<file path="config.mk">
export PLATFORM = sky130hd
export DESIGN_NAME = omega_qnet
export DESIGN_NICKNAME = d
export VERILOG_FILES = /design/src/rtl/omega_qnet.sv
export SDC_FILE = /design/constraint.sdc
export NUM_CORES = 1
export LEC_CHECK = 0
export BUFFER_PORTS_ARGS = -buffer_cell sky130_fd_sc_hd__buf_2
export CORE_ASPECT_RATIO = 1.4
export CORE_UTILIZATION = 45
export CTS_CLUSTER_DIAMETER = 150
export DETAILED_ROUTE_END_ITERATION = 6
export PLACE_DENSITY = 0.62
export SLEW_MARGIN = 20
export SYNTH_ARGS = -nofsm -noshare
export SYNTH_HDL_FRONTEND = slang
export SYNTH_SLANG_ARGS = --single-unit
</file>
<file path="constraint.sdc">
create_clock -name clk -period 4.4 [get_ports clk]
set_input_delay 0.22 -clock clk [delete_from_list [all_inputs] [get_ports clk]]
set_output_delay 0.22 -clock clk [all_outputs]
set_load 0.03 [all_outputs]
</file>
<file path="src/rtl/omega_qnet.sv">
module omega_qnet #(
  parameter int N_PORTS = 8,
  parameter int DATA_W  = 12,
  parameter int Q_DEPTH = 2
) (
  input  logic                                 clk,
  input  logic                                 rst_n,
  input  logic [N_PORTS-1:0]                   in_valid,
  output logic [N_PORTS-1:0]                   in_ready,
  input  logic [N_PORTS-1:0]                   in_bcast,
  input  logic [N_PORTS*$clog2(N_PORTS)-1:0]   in_dest,
  input  logic [N_PORTS*DATA_W-1:0]            in_data,
  output logic [N_PORTS-1:0]                   out_valid,
  output logic [N_PORTS*DATA_W-1:0]            out_data
);
  localparam int STAGES = $clog2(N_PORTS);
  localparam int DW     = STAGES;
  localparam int MW     = 1 + DW + DATA_W;
  localparam int CW     = $clog2(Q_DEPTH + 1);

  // message layout: {bcast, dest, payload}
  logic [N_PORTS-1:0] src_v   [STAGES];
  logic [MW-1:0]      src_m   [STAGES][N_PORTS];
  logic [N_PORTS-1:0] src_rdy [STAGES];
  logic [N_PORTS-1:0] hd_v    [STAGES];
  logic [MW-1:0]      hd_m    [STAGES][N_PORTS];
  logic [N_PORTS-1:0] hd_pop  [STAGES];

  for (genvar s = 0; s < STAGES; s++) begin : g_stage
    for (genvar j = 0; j < N_PORTS; j++) begin : g_link
      localparam int U = (j >> 1) | ((j & 1) << (STAGES - 1));
      if (s == 0) begin : g_in
        assign src_v[0][j]  = in_valid[U];
        assign src_m[0][j]  = {in_bcast[U], in_dest[U*DW +: DW], in_data[U*DATA_W +: DATA_W]};
        assign in_ready[U]  = src_rdy[0][j];
      end else begin : g_mid
        assign src_v[s][j]     = hd_v[s-1][U];
        assign src_m[s][j]     = hd_m[s-1][U];
        assign hd_pop[s-1][U]  = hd_v[s-1][U] & src_rdy[s][j];
      end
    end

    for (genvar e = 0; e < N_PORTS/2; e++) begin : g_elem
      localparam int RB = STAGES - 1 - s;
      logic [1:0]    wu, wl, rdy, pa, pb;
      logic [CW-1:0] cnt_o [2];

      for (genvar i = 0; i < 2; i++) begin : g_want
        logic [MW-1:0] m;
        assign m     = src_m[s][2*e+i];
        assign wu[i] = src_v[s][2*e+i] & (m[MW-1] | ~m[DATA_W+RB]);
        assign wl[i] = src_v[s][2*e+i] & (m[MW-1] |  m[DATA_W+RB]);
      end

      assign rdy[0] = (~wu[0] | (int'(cnt_o[0]) < Q_DEPTH)) &
                      (~wl[0] | (int'(cnt_o[1]) < Q_DEPTH));
      assign pa     = {wl[0], wu[0]} & {2{rdy[0]}};
      assign rdy[1] = (~wu[1] | (int'(cnt_o[0]) + int'(pa[0]) < Q_DEPTH)) &
                      (~wl[1] | (int'(cnt_o[1]) + int'(pa[1]) < Q_DEPTH));
      assign pb     = {wl[1], wu[1]} & {2{rdy[1]}};
      assign src_rdy[s][2*e]   = rdy[0];
      assign src_rdy[s][2*e+1] = rdy[1];

      for (genvar o = 0; o < 2; o++) begin : g_q
        localparam int L = 2*e + o;
        logic [MW-1:0] mem [Q_DEPTH];
        logic [CW-1:0] cnt, base;

        assign cnt_o[o] = cnt;
        assign base     = cnt - CW'(hd_pop[s][L]);

        always_ff @(posedge clk or negedge rst_n) begin
          if (!rst_n) cnt <= '0;
          else        cnt <= base + CW'(pa[o]) + CW'(pb[o]);
        end

        always_ff @(posedge clk) begin
          for (int i = 0; i < Q_DEPTH; i++) begin
            if (hd_pop[s][L] && i < Q_DEPTH-1) mem[i] <= mem[(i+1) % Q_DEPTH];
            if (pa[o] && CW'(i) == base) mem[i] <= src_m[s][2*e];
            if (pb[o] && CW'(i) == base + CW'(pa[o])) mem[i] <= src_m[s][2*e+1];
          end
        end

        assign hd_v[s][L] = (cnt != '0);
        assign hd_m[s][L] = mem[0];

        a_r6_no_overflow: assert property (@(posedge clk) disable iff (!rst_n)
          int'(cnt) <= Q_DEPTH);
        a_r6_full_holds: assert property (@(posedge clk) disable iff (!rst_n)
          (int'(cnt) == Q_DEPTH && !hd_pop[s][L]) |=> int'(cnt) == Q_DEPTH);

        if (s == STAGES-1) begin : g_chk
          a_r2_dest_match: assert property (@(posedge clk) disable iff (!rst_n)
            (cnt != '0 && !mem[0][MW-1]) |-> mem[0][DATA_W +: DW] == DW'(L));
        end
      end
    end
  end

  assign hd_pop[STAGES-1] = hd_v[STAGES-1];
  assign out_valid        = hd_v[STAGES-1];

  for (genvar j = 0; j < N_PORTS; j++) begin : g_out
    assign out_data[j*DATA_W +: DATA_W] = hd_m[STAGES-1][j][DATA_W-1:0];
  end

  a_r1_quiet_after_reset: assert property (@(posedge clk) disable iff (!rst_n)
    !$past(rst_n) |-> out_valid == '0);

endmodule

</file>
==> results.md, run 1 <==
- Status: complete, no violations
- Setup Slack @ Placement: 0.398 ns
- Fin crit period: approximately 4.2 ns
- Gp weighted congestion: 0.922
- Gr ovfl total: 0
- DP Wirelength: ~71000 um
- Initial Util: 0.456
- Slew @ Worst Pin: 1.08 ns
- Critical path's slowest cell: edfxtp_1
- Clk buf depth: 3
- Simple-gate share of the synthesized area: 0.0653
- Ys flop type: edfxtp_1
- Die area: 82900 um2
- MaxCap Viol Count: 0
- Syn nets: 2775
- GRT Total Usage: 0.234
- Synth Cell Area: 36800 um2
- Mux contribution to synthesized area: 0.257
- Post-synthesis register bit count: between 700 and 800
- Most frequent cells in the layout: edfxtp_1 (656), mux2_2 (630), buf_2 (249)
- Startpoint types: flop
- Largest family of logic cells by synthesized area: multiplexers
- Async SR Flop Fraction: 0.0682
- Netlist cell types: 86
- Final core utilization: 0.538
- Final cycle utilization of the critical path: 0.961
- Crit path max fanout: 16
- Ys Warns: 0
- WL final: 98100 um
- Setup violators final: 0
- Synth Instances: 2580
- Cell Rows: 123
- DP Cell Count: about 3800
- CTS H-tree depth: 3
- Worst-skew pair later-pin latency: 0.62 ns
- Height of the chip: 340 um
- DR vias/cell: 5.57
- Iter 0 DRT Violations: 1411
- Register area share after synthesis: 0.568
- CTS Sinks: roughly 700
- WL/cell: 23.7 um
- Worst R2R Setup Slack: between 0.15 and 0.2 ns
- Final-report max-slew violation count: 0
- Setup WS post-layout: 0.171 ns
- Post-synthesis adder-cell area fraction: 0.0194
- CP cell instances: nor2b_1, o211ai_1, o21ai_0, a211o_1, inv_1, ha_1, inv_1, ha_1, xor3_1, nor3b_2, and4_1, buf_6, mux2_2, dlygate4sd3_1
- Vias: 23000
- 1st-pass router iterations: 7
- Post-Route Skew: 0.0146 ns
- Register area: approximately 21000 um2
- EDFF count, synth: 656
- Critical path's largest stage delay: 0.57 ns
- Nets: 3209
- RSZ-0062 raised after global routing: true
- Layout area overhead: 17.8%
- Critical path endpoint category: flop
- Area share of xor/xnor cells in the synthesized design: 0.0142
- Footprint of the multi-input gates: ~15000 um2
- Reg clk slew, reported paths: 0.06 ns
- Largest net degree at the start of global routing: 49
- Max Clock Freq: 236 MHz
- Port-buffer cells: 249
- Vias in the first global route: 23500
- FILL cells: 6732
- Critical path class: flop to flop
- Root buf cell: clkbuf_16
- Setup TNS: 0 ns
- TritonCTS clock tree: yes
- Final hold vios: 0
- Core Footprint: around 80000 um2
- Share of cells above drive strength 1: 0.387
- IO Count: 250
- CP required: 4.77 ns
- Syn_area_per_cell: between 10 and 15 um2
- Number of buffers created by CTS: roughly 70
- Tightest Hold Check Type: input pin to flop
- Residual DRC: 0
- Initial antenna violation count: 10
- Antenna viol nets, final: 0
- Family with the most delay on the worst path: buffers and inverters
- Most common cell after layout, fill and taps aside: edfxtp_1
- Die Span X: about 240 um
- CP bufs+invs: 4
- First-pass GRT wire length: around 150000 um
- Slew Limit Headroom: 0.277
- Synth Area in Compound Gates: 0.0501
- Final non-filler cell total: between 4000 and 5000
- Critical path arrival: 4.60 ns
## stage by stage
| stage | hold slack, ns | cell area (um2) |
|---|---|---|
| after floorplan | -0.0756 | 36800 |
| after global routing | 0.0266 | 43300 |
| after detailed placement | 0.422 | 39400 |
| after global placement | 0.414 | 39400 |
| final | 0.0522 | 43300 |
| after CTS | 0.00196 | 43300 |
## cell families after synthesis
| family | Yosys count |
|---|---|
| mux | 846 |
| flops | 704 |
| simple gates | 443 |
| compound gates | 280 |
| buf+inv | 200 |
| fa+ha+maj | 57 |
| xor+xnor | 50 |
## worst reg2reg max path, cell delays in order (launching register included)
cell           delay (ns)
edfxtp_1             0.57
nor2b_1              0.24
o211ai_1             0.32
o21ai_0              0.15
a211o_1              0.30
inv_1                0.06
ha_1                 0.23
inv_1                0.08
ha_1                 0.15
xor3_1               0.26
nor3b_2              0.23
and4_1               0.24
buf_6                0.20
mux2_2               0.38
dlygate4sd3_1        0.56
## repair_timing
action / 4_1_cts / 5_1_grt
endpoints found under the setup margin: 0 / 23
endpoints found under the hold margin: 229 / 0
hold buffers: 155 / 0
resized for setup: 0 / 5
buffers inserted: 0 / 2
## routing by layer
metal,part of all wire,track usage,up-vias
met4,0.035,0.0876,12
met5,0.00080,0,-
met3,0.040,0.0330,173
met2,0.51,0.413,584
li1,-,-,10700
met1,0.41,0.289,11600
## sequential cells by signal, indices dropped and copies added, names as in the netlist
name                    cells
g_stage.g_elem.g_q.cnt     48
g_stage.g_elem.g_q.mem    656
## cells in the mapped netlist (5+ instances only)
library cell / count / area [um2]
mux2_2: 630 / 7090
nand4_1: 13 / 81.3
nor4_2: 5 / 62.6
buf_4: 17 / 128
xnor2_1: 30 / 263
nor3_1: 6 / 30.0
or2_2: 25 / 156
a31o_2: 5 / 43.8
nor2_1: 205 / 769
mux2_4: 30 / 450
xor2_1: 14 / 123
o21ai_0: 25 / 125
o31ai_1: 6 / 45.0
o22a_1: 5 / 43.8
dfrtp_1: 48 / 1200
ha_1: 57 / 713
a31oi_1: 10 / 62.6
buf_2: 51 / 255
o2111ai_1: 5 / 43.8
a21o_1: 10 / 75.1
clkbuf_1: 43 / 161
nand2_1: 48 / 180
buf_6: 11 / 124
nor3_2: 7 / 70.1
nor2b_1: 28 / 175
or3_1: 6 / 37.5
a21oi_1: 143 / 716
o211ai_1: 8 / 60.1
inv_1: 75 / 282
nand2b_1: 22 / 138
and3_1: 13 / 81.3
a211o_1: 10 / 87.6
mux2_1: 36 / 405
mux2i_1: 150 / 1500
o22ai_1: 5 / 31.3
edfxtp_1: 656 / 19700
nand3_1: 20 / 100
## worst paths after layout
kind                                                              from                                      to  depth (start not counted)
worst min-delay path                                       in_bcast[0]  g_stage[0].g_elem[0].g_q[0].mem[1][15]                          2
worst max register to register  g_stage[0].g_elem[0].g_q[0].mem[0][15]   g_stage[0].g_elem[2].g_q[0].mem[1][4]                         14
max in group asynchronous                                        rst_n      g_stage[2].g_elem[0].g_q[1].cnt[0]                          3
worst min register to register      g_stage[2].g_elem[2].g_q[0].cnt[0]      g_stage[2].g_elem[2].g_q[0].cnt[1]                          2
worst max-delay path            g_stage[0].g_elem[0].g_q[0].mem[0][15]   g_stage[0].g_elem[2].g_q[0].mem[1][4]                         14
min in group asynchronous                                        rst_n      g_stage[0].g_elem[1].g_q[0].cnt[1]                          3
## cell type report
cell class / count / share of cell area
Inverter: 76 / 0.00658
Tap cell: 1062 / 0.0307
Multi-Input combinational cell: 1676 / 0.348
Timing Repair Buffer: 484 / 0.0785
Clock inverter: 32 / 0.00768
Sequential cell: 704 / 0.482
Antenna cell: 4 / 0.000231
Clock buffer: 99 / 0.0465
Power of run 1 is left out: the tool's default activity adds up to more than one toggle a clock period on the data nets, which glitch-free logic cannot reach.
==> inputs of run 2 (changes only) <==
==> constraint.sdc (replaced) <==
create_clock -name clk -period 4.45 [get_ports clk]
set_input_delay 0.6675 -clock clk [delete_from_list [all_inputs] [get_ports clk]]
set_output_delay 0.6675 -clock clk [all_outputs]
set_load 0.03 [all_outputs]
==> run 2 against run 1 <==
Net effect: non-clock buffer count down 158; core utilization down 2.1 points; wire length down 1.6%; design area down 3.8%; critical endpoint is now g_stage[0].g_elem[2].g_q[1].mem[1][2].
==> results.md, run 2 (same netlist as run 1, synthesis figures left out) <==
- Status: complete, no violations
- Largest regs: g_stage.g_elem.g_q.mem (656), g_stage.g_elem.g_q.cnt (48)
- Final hold vios: 0
- Max reg flops: between 600 and 700
- Vias: 22300
- Nets: 3051
- Port-buffer cells: 249
- Worst Setup EP: g_stage[0].g_elem[2].g_q[1].mem[1][2]
- Setup Slack @ Placement: 0.438 ns
- Largest Register: g_stage.g_elem.g_q.mem
- Critical path endpoint category: flop
- Root buf cell: clkbuf_16
- Critical path class: flop to flop
- Slew @ Worst Pin: 1.09 ns
- DR top layer: met5
- Setup WS post-layout: a little over 0.4 ns
- Iter 0 DRT Violations: 1249
- Setup violators final: 0
- TritonCTS clock tree: yes
- Worst R2R Setup Slack: about 0.40 ns
- Register area: 20900 um2
- PostCTS Resize Cnt: 0
- DRT met1 WL: ~40000 um
- IO Count: 250
- Number of buffers created by CTS: 72
- Setup TNS: 0 ns
- Layout area overhead: 13.3%
- Slew Limit Headroom: 0.268
- Residual DRC: 0
- DR vias/cell: 5.61
- DP Wirelength: a little over 70000 um
- Hold_buf cts: 0
- CP required: between 4 and 5 ns
- WL/cell: 24.3 um
- Initial Util: 0.456
- FILL cells: 6907
- Initial antenna violation count: 13
- Height of the chip: 340 um
- Max Clock Freq: 247 MHz
- Worst-skew pair later-pin latency: 0.63 ns
- Final cycle utilization of the critical path: 0.910
- Reg clk slew, reported paths: 0.07 ns
- Cell Rows: 123
- Die area: about 83000 um2
- Crit path from: g_stage[0].g_elem[0].g_q[1].cnt[1]
- MaxCap Viol Count: 0
- Metal3 WL: 4210 um
- 1st-pass router iterations: 7
- CTS H-tree depth: 3
- Gr ovfl total: 0
- WL final: 96500 um
- First-pass GRT wire length: approximately 140000 um
- Footprint of the multi-input gates: 15000 um2
- Reg2reg start: g_stage[0].g_elem[0].g_q[1].cnt[1]
- R2R depth: 11
- CTS Sinks: around 700
- GRT Total Usage: 0.231
- Vias in the first global route: 22800
- Gp weighted congestion: 0.954
- Most frequent cells in the layout: edfxtp_1 (656), mux2_2 (630), buf_2 (249)
- Startpoint types: flop
- Most common cell after layout, fill and taps aside: edfxtp_1
- DR WL met2: roughly 49000 um
- Tightest Hold Check Type: input pin to asynchronous set/reset pin
- Final-report max-slew violation count: 0
- Antenna viol nets, final: 0
- Post-Route Skew: 0.0260 ns
- Core Footprint: ~81000 um2
- Share of cells above drive strength 1: 0.405
- Clk buf depth: 3
- Die Span X: approximately 240 um
- Largest net degree at the start of global routing: 34
- RSZ-0062 raised after global routing: false
- Reg2reg end: g_stage[0].g_elem[2].g_q[1].mem[1][2]
- Fin crit period: between 4 and 5 ns
- Critical path arrival: 4.41 ns
- Post-CTS Repair Setup Buffers: 0
- Crit path max fanout: 16
==> run 2: worst max-delay path, stage by stage, from the launching register on <==
cell	delay, ns
dfrtp_1	0.48
or2_2	0.42
a31oi_1	0.29
o21ai_0	0.13
a21oi_1	0.30
ha_1	0.32
inv_1	0.13
ha_1	0.19
xor2_1	0.12
nor2_1	0.11
nand4_1	0.73
mux2_2	0.57
==> run 2: metrics by stage <==
step / utilization / instances / hold slack (ns) / cell area [um2]
after CTS: 0.517 / 3974 / 0.0156 / 41700
after detailed placement: 0.488 / 3844 / 0.567 / 39400
after global routing: 0.517 / 3977 / 0.0382 / 41700
after floorplan: - / 2580 / 0.372 / 36800
after global placement: 0.488 / 3844 / 0.556 / 39400
final: 0.517 / 3977 / 0.0329 / 41700
==> run 2: layer usage <==
layer  track usage  up-vias
met5             0        -
met2         0.403      534
met3        0.0386      180
li1              -    10400
met4        0.0997       14
met1         0.281    11200
==> run 2: worst min path at each step <==
| stage | start | end | slack [ns] | depth (start not counted) |
|---|---|---|---|---|
| after floorplan | rst_n | g_stage[0].g_elem[0].g_q[0].cnt[0] | 0.37 | 0 |
| after global routing | rst_n | g_stage[2].g_elem[2].g_q[1].cnt[0] | 0.04 | 1 |
| after global placement | g_stage[2].g_elem[3].g_q[1].cnt[0] | g_stage[2].g_elem[3].g_q[1].cnt[1] | 0.56 | 2 |
| after CTS | rst_n | g_stage[2].g_elem[2].g_q[1].cnt[0] | 0.02 | 1 |
| after detailed placement | g_stage[2].g_elem[1].g_q[0].cnt[0] | g_stage[2].g_elem[1].g_q[0].cnt[1] | 0.57 | 2 |
| final | rst_n | g_stage[2].g_elem[2].g_q[1].cnt[0] | 0.03 | 1 |
==> run 2: cell type report <==
type / instances / share of cell area
Sequential cell: 704 / 0.501
Timing Repair Buffer: 326 / 0.0438
Tap cell: 1062 / 0.0319
Multi-Input combinational cell: 1676 / 0.361
Clock inverter: 36 / 0.00732
Inverter: 76 / 0.00684
Antenna cell: 3 / 0.000180
Clock buffer: 94 / 0.0477
Power of run 2 is left out for the same reason.
==> inputs of run 3 (changes only) <==
Settings changed: CORE_ASPECT_RATIO 1.4 to not set, CORE_UTILIZATION 45 to 33, GPL_ROUTABILITY_DRIVEN set to 0, PLACE_DENSITY 0.62 to 0.49.
==> run 3 against run 2 <==
Net effect: global-route usage fell by 4.9 points; sequential share of layout area down 1.3 points; design area grew 2.6%; critical path type unchanged; clock-buffer cell count is 11 higher; hold slack better by 0.35 ns; setup slack got worse by 0.079 ns; largest cell class unchanged; wire length is 7.6% higher; non-clock buffer count up 8; register-to-register slack worse by 0.08 ns.
==> results.md, run 3 (same netlist as run 1, synthesis figures left out) <==
- Status: complete, no violations
- Worst Hold Depth: 2
- Layout area overhead: 16.3%
- Vias in the first global route: 22900
- WL/cell: 23.4 um
- Footprint of the multi-input gates: 15100 um2
- CP required: approximately 4.8 ns
- Largest Register: g_stage.g_elem.g_q.mem
- 1st-pass router iterations: 6
- Fin crit period: 4.13 ns
- Die Span X: 336 um
- Final cycle utilization of the critical path: 0.927
- TritonCTS clock tree: yes
- Number of buffers created by CTS: between 80 and 90
- Root buf cell: clkbuf_16
- FILL cells: 10400
- Post-CTS Repair Setup Buffers: 0
- Gr ovfl total: 0
- Initial antenna violation count: 20
- Critical path arrival: about 4.4 ns
- Reg2reg end: g_stage[0].g_elem[3].g_q[0].mem[1][6]
- Reg2reg start: g_stage[0].g_elem[1].g_q[0].cnt[1]
- Critical path class: flop to flop
- Max Clock Freq: around 240 MHz
- Max reg flops: approximately 660
- First-pass GRT wire length: 152000 um
- Iter 0 DRT Violations: 1470
- Vias: around 23000
- Antenna viol nets, final: 0
- DP Wirelength: 76300 um
- DR vias/cell: 5.07
- Clk buf depth: 3
- Share of cells above drive strength 1: 0.409
- Slew Limit Headroom: 0.405
- CTS Sinks: a little over 700
- Core Footprint: approximately 110000 um2
- Setup violators final: 0
- IO Count: 250
- Port-buffer cells: around 250
- Tightest Hold Check Type: input pin to flop
- Worst Hold Path EP: g_stage[0].g_elem[1].g_q[0].mem[1][5]
- Slew @ Worst Pin: 0.892 ns
- Final hold vios: 0
- Residual DRC: 0
- Most common cell after layout, fill and taps aside: edfxtp_1
- Height of the chip: 336 um
- Most frequent cells in the layout: edfxtp_1 (656), mux2_2 (630), buf_2 (249)
- Startpoint types: flop
- Final-report max-slew violation count: 0
- Die area: ~110000 um2
- CTS H-tree depth: 3
- RSZ-0062 raised after global routing: false
- R2R depth: 14
- Initial Util: 0.333
- Post-Route Skew: approximately 0.021 ns
- Largest net degree at the start of global routing: 35
- Reg clk slew, reported paths: 0.05 ns
- WL final: 104000 um
- Nets: 3071
- GRT Total Usage: 0.182
- Cell Rows: about 120
- Critical path endpoint category: flop
- Worst R2R Setup Slack: 0.32 ns
- MaxCap Viol Count: 0
- Worst-skew pair later-pin latency: 0.65 ns
- Register area: ~21000 um2
- Crit path max fanout: 16
- Hold Crit Start: in_data[65]
- PostCTS Resize Cnt: 0
- Largest regs: g_stage.g_elem.g_q.mem (656), g_stage.g_elem.g_q.cnt (48)
- Setup TNS: 0 ns
[run 3: cell count changes in the layout (fill, tap and decap cells not counted), moves of 3 or more]
cell       delta
clkinv_1      +3
clkinv_2      +6
clkbuf_16    +12
bufinv_16     +5
buf_4         +6
diode_2       +4
[run 3: worst max-delay path by stage]
stage | start | endpoint | slack (ns) | depth (start not counted)
detailed placement | g_stage[1].g_elem[1].g_q[1].cnt[1] | g_stage[1].g_elem[3].g_q[1].mem[0][6] | 0.37 | 11
global placement | g_stage[0].g_elem[1].g_q[0].mem[0][15] | g_stage[0].g_elem[3].g_q[0].mem[1][13] | 0.49 | 14
floorplan | in_bcast[1] | g_stage[0].g_elem[1].g_q[0].mem[1][0] | 0.62 | 11
global route | g_stage[0].g_elem[1].g_q[0].mem[0][15] | g_stage[0].g_elem[3].g_q[0].mem[1][11] | 0.02 | 14
CTS | g_stage[0].g_elem[1].g_q[0].mem[0][15] | g_stage[0].g_elem[3].g_q[0].mem[1][6] | 0.36 | 14
finish | g_stage[0].g_elem[1].g_q[0].cnt[1] | g_stage[0].g_elem[3].g_q[0].mem[1][6] | 0.32 | 14
[run 3: worst max-delay path, cell delays in order (launching register included)]
cell and delay [ns]:
dfrtp_1 0.47, nor2_2 0.39, nor4b_1 0.15, a211oi_4 0.42, nand2_1 0.29, inv_1 0.12, ha_1 0.24, inv_1 0.08
ha_1 0.16, xor3_1 0.26, nor3b_1 0.33, and4_1 0.26, buf_4 0.27, a41o_1 0.13, buf_4 0.24
[run 3: area by class of cell]
type | count | area share
flip-flops and latches | 704 | 0.489
multi-input cells | 1676 | 0.352
clock buffers | 105 | 0.0529
repair buffers | 334 | 0.0442
well taps | 1488 | 0.0435
clock inverters | 49 | 0.0114
inverters | 76 | 0.00667
diodes | 7 | 0.000409
[run 3: routing by layer]
metal | track usage | wire length, um | up-vias
li1 | - | - | 10500
met1 | 0.239 | 45800 | 11400
met2 | 0.301 | 49900 | 495
met3 | 0.0314 | 4830 | 174
met4 | 0.0662 | 3270 | 8
met5 | 0 | 48 | -
[run 3: what timing repair did]
| action | 4_1_cts | 5_1_grt |
|---|---|---|
| endpoints found under the hold margin | 8 | 0 |
| endpoints found under the setup margin | 0 | 0 |
| hold buffers | 1 | 0 |
[run 3: stage by stage]
stage / hold WS (ns) / instances / utilization / setup slack, ns / area, um2
final: 0.381 / 4439 / 0.387 / 0.324 / 42800
after global routing: 0.356 / 4435 / 0.386 / 0.0235 / 42800
after CTS: 0.327 / 4431 / 0.386 / 0.360 / 42800
after floorplan: 0.372 / 2580 / - / 0.620 / 36800
after global placement: 0.553 / 4276 / 0.361 / 0.487 / 40000
after detailed placement: 0.561 / 4276 / 0.361 / 0.365 / 40000
Power of run 3 is left out for the same reason.
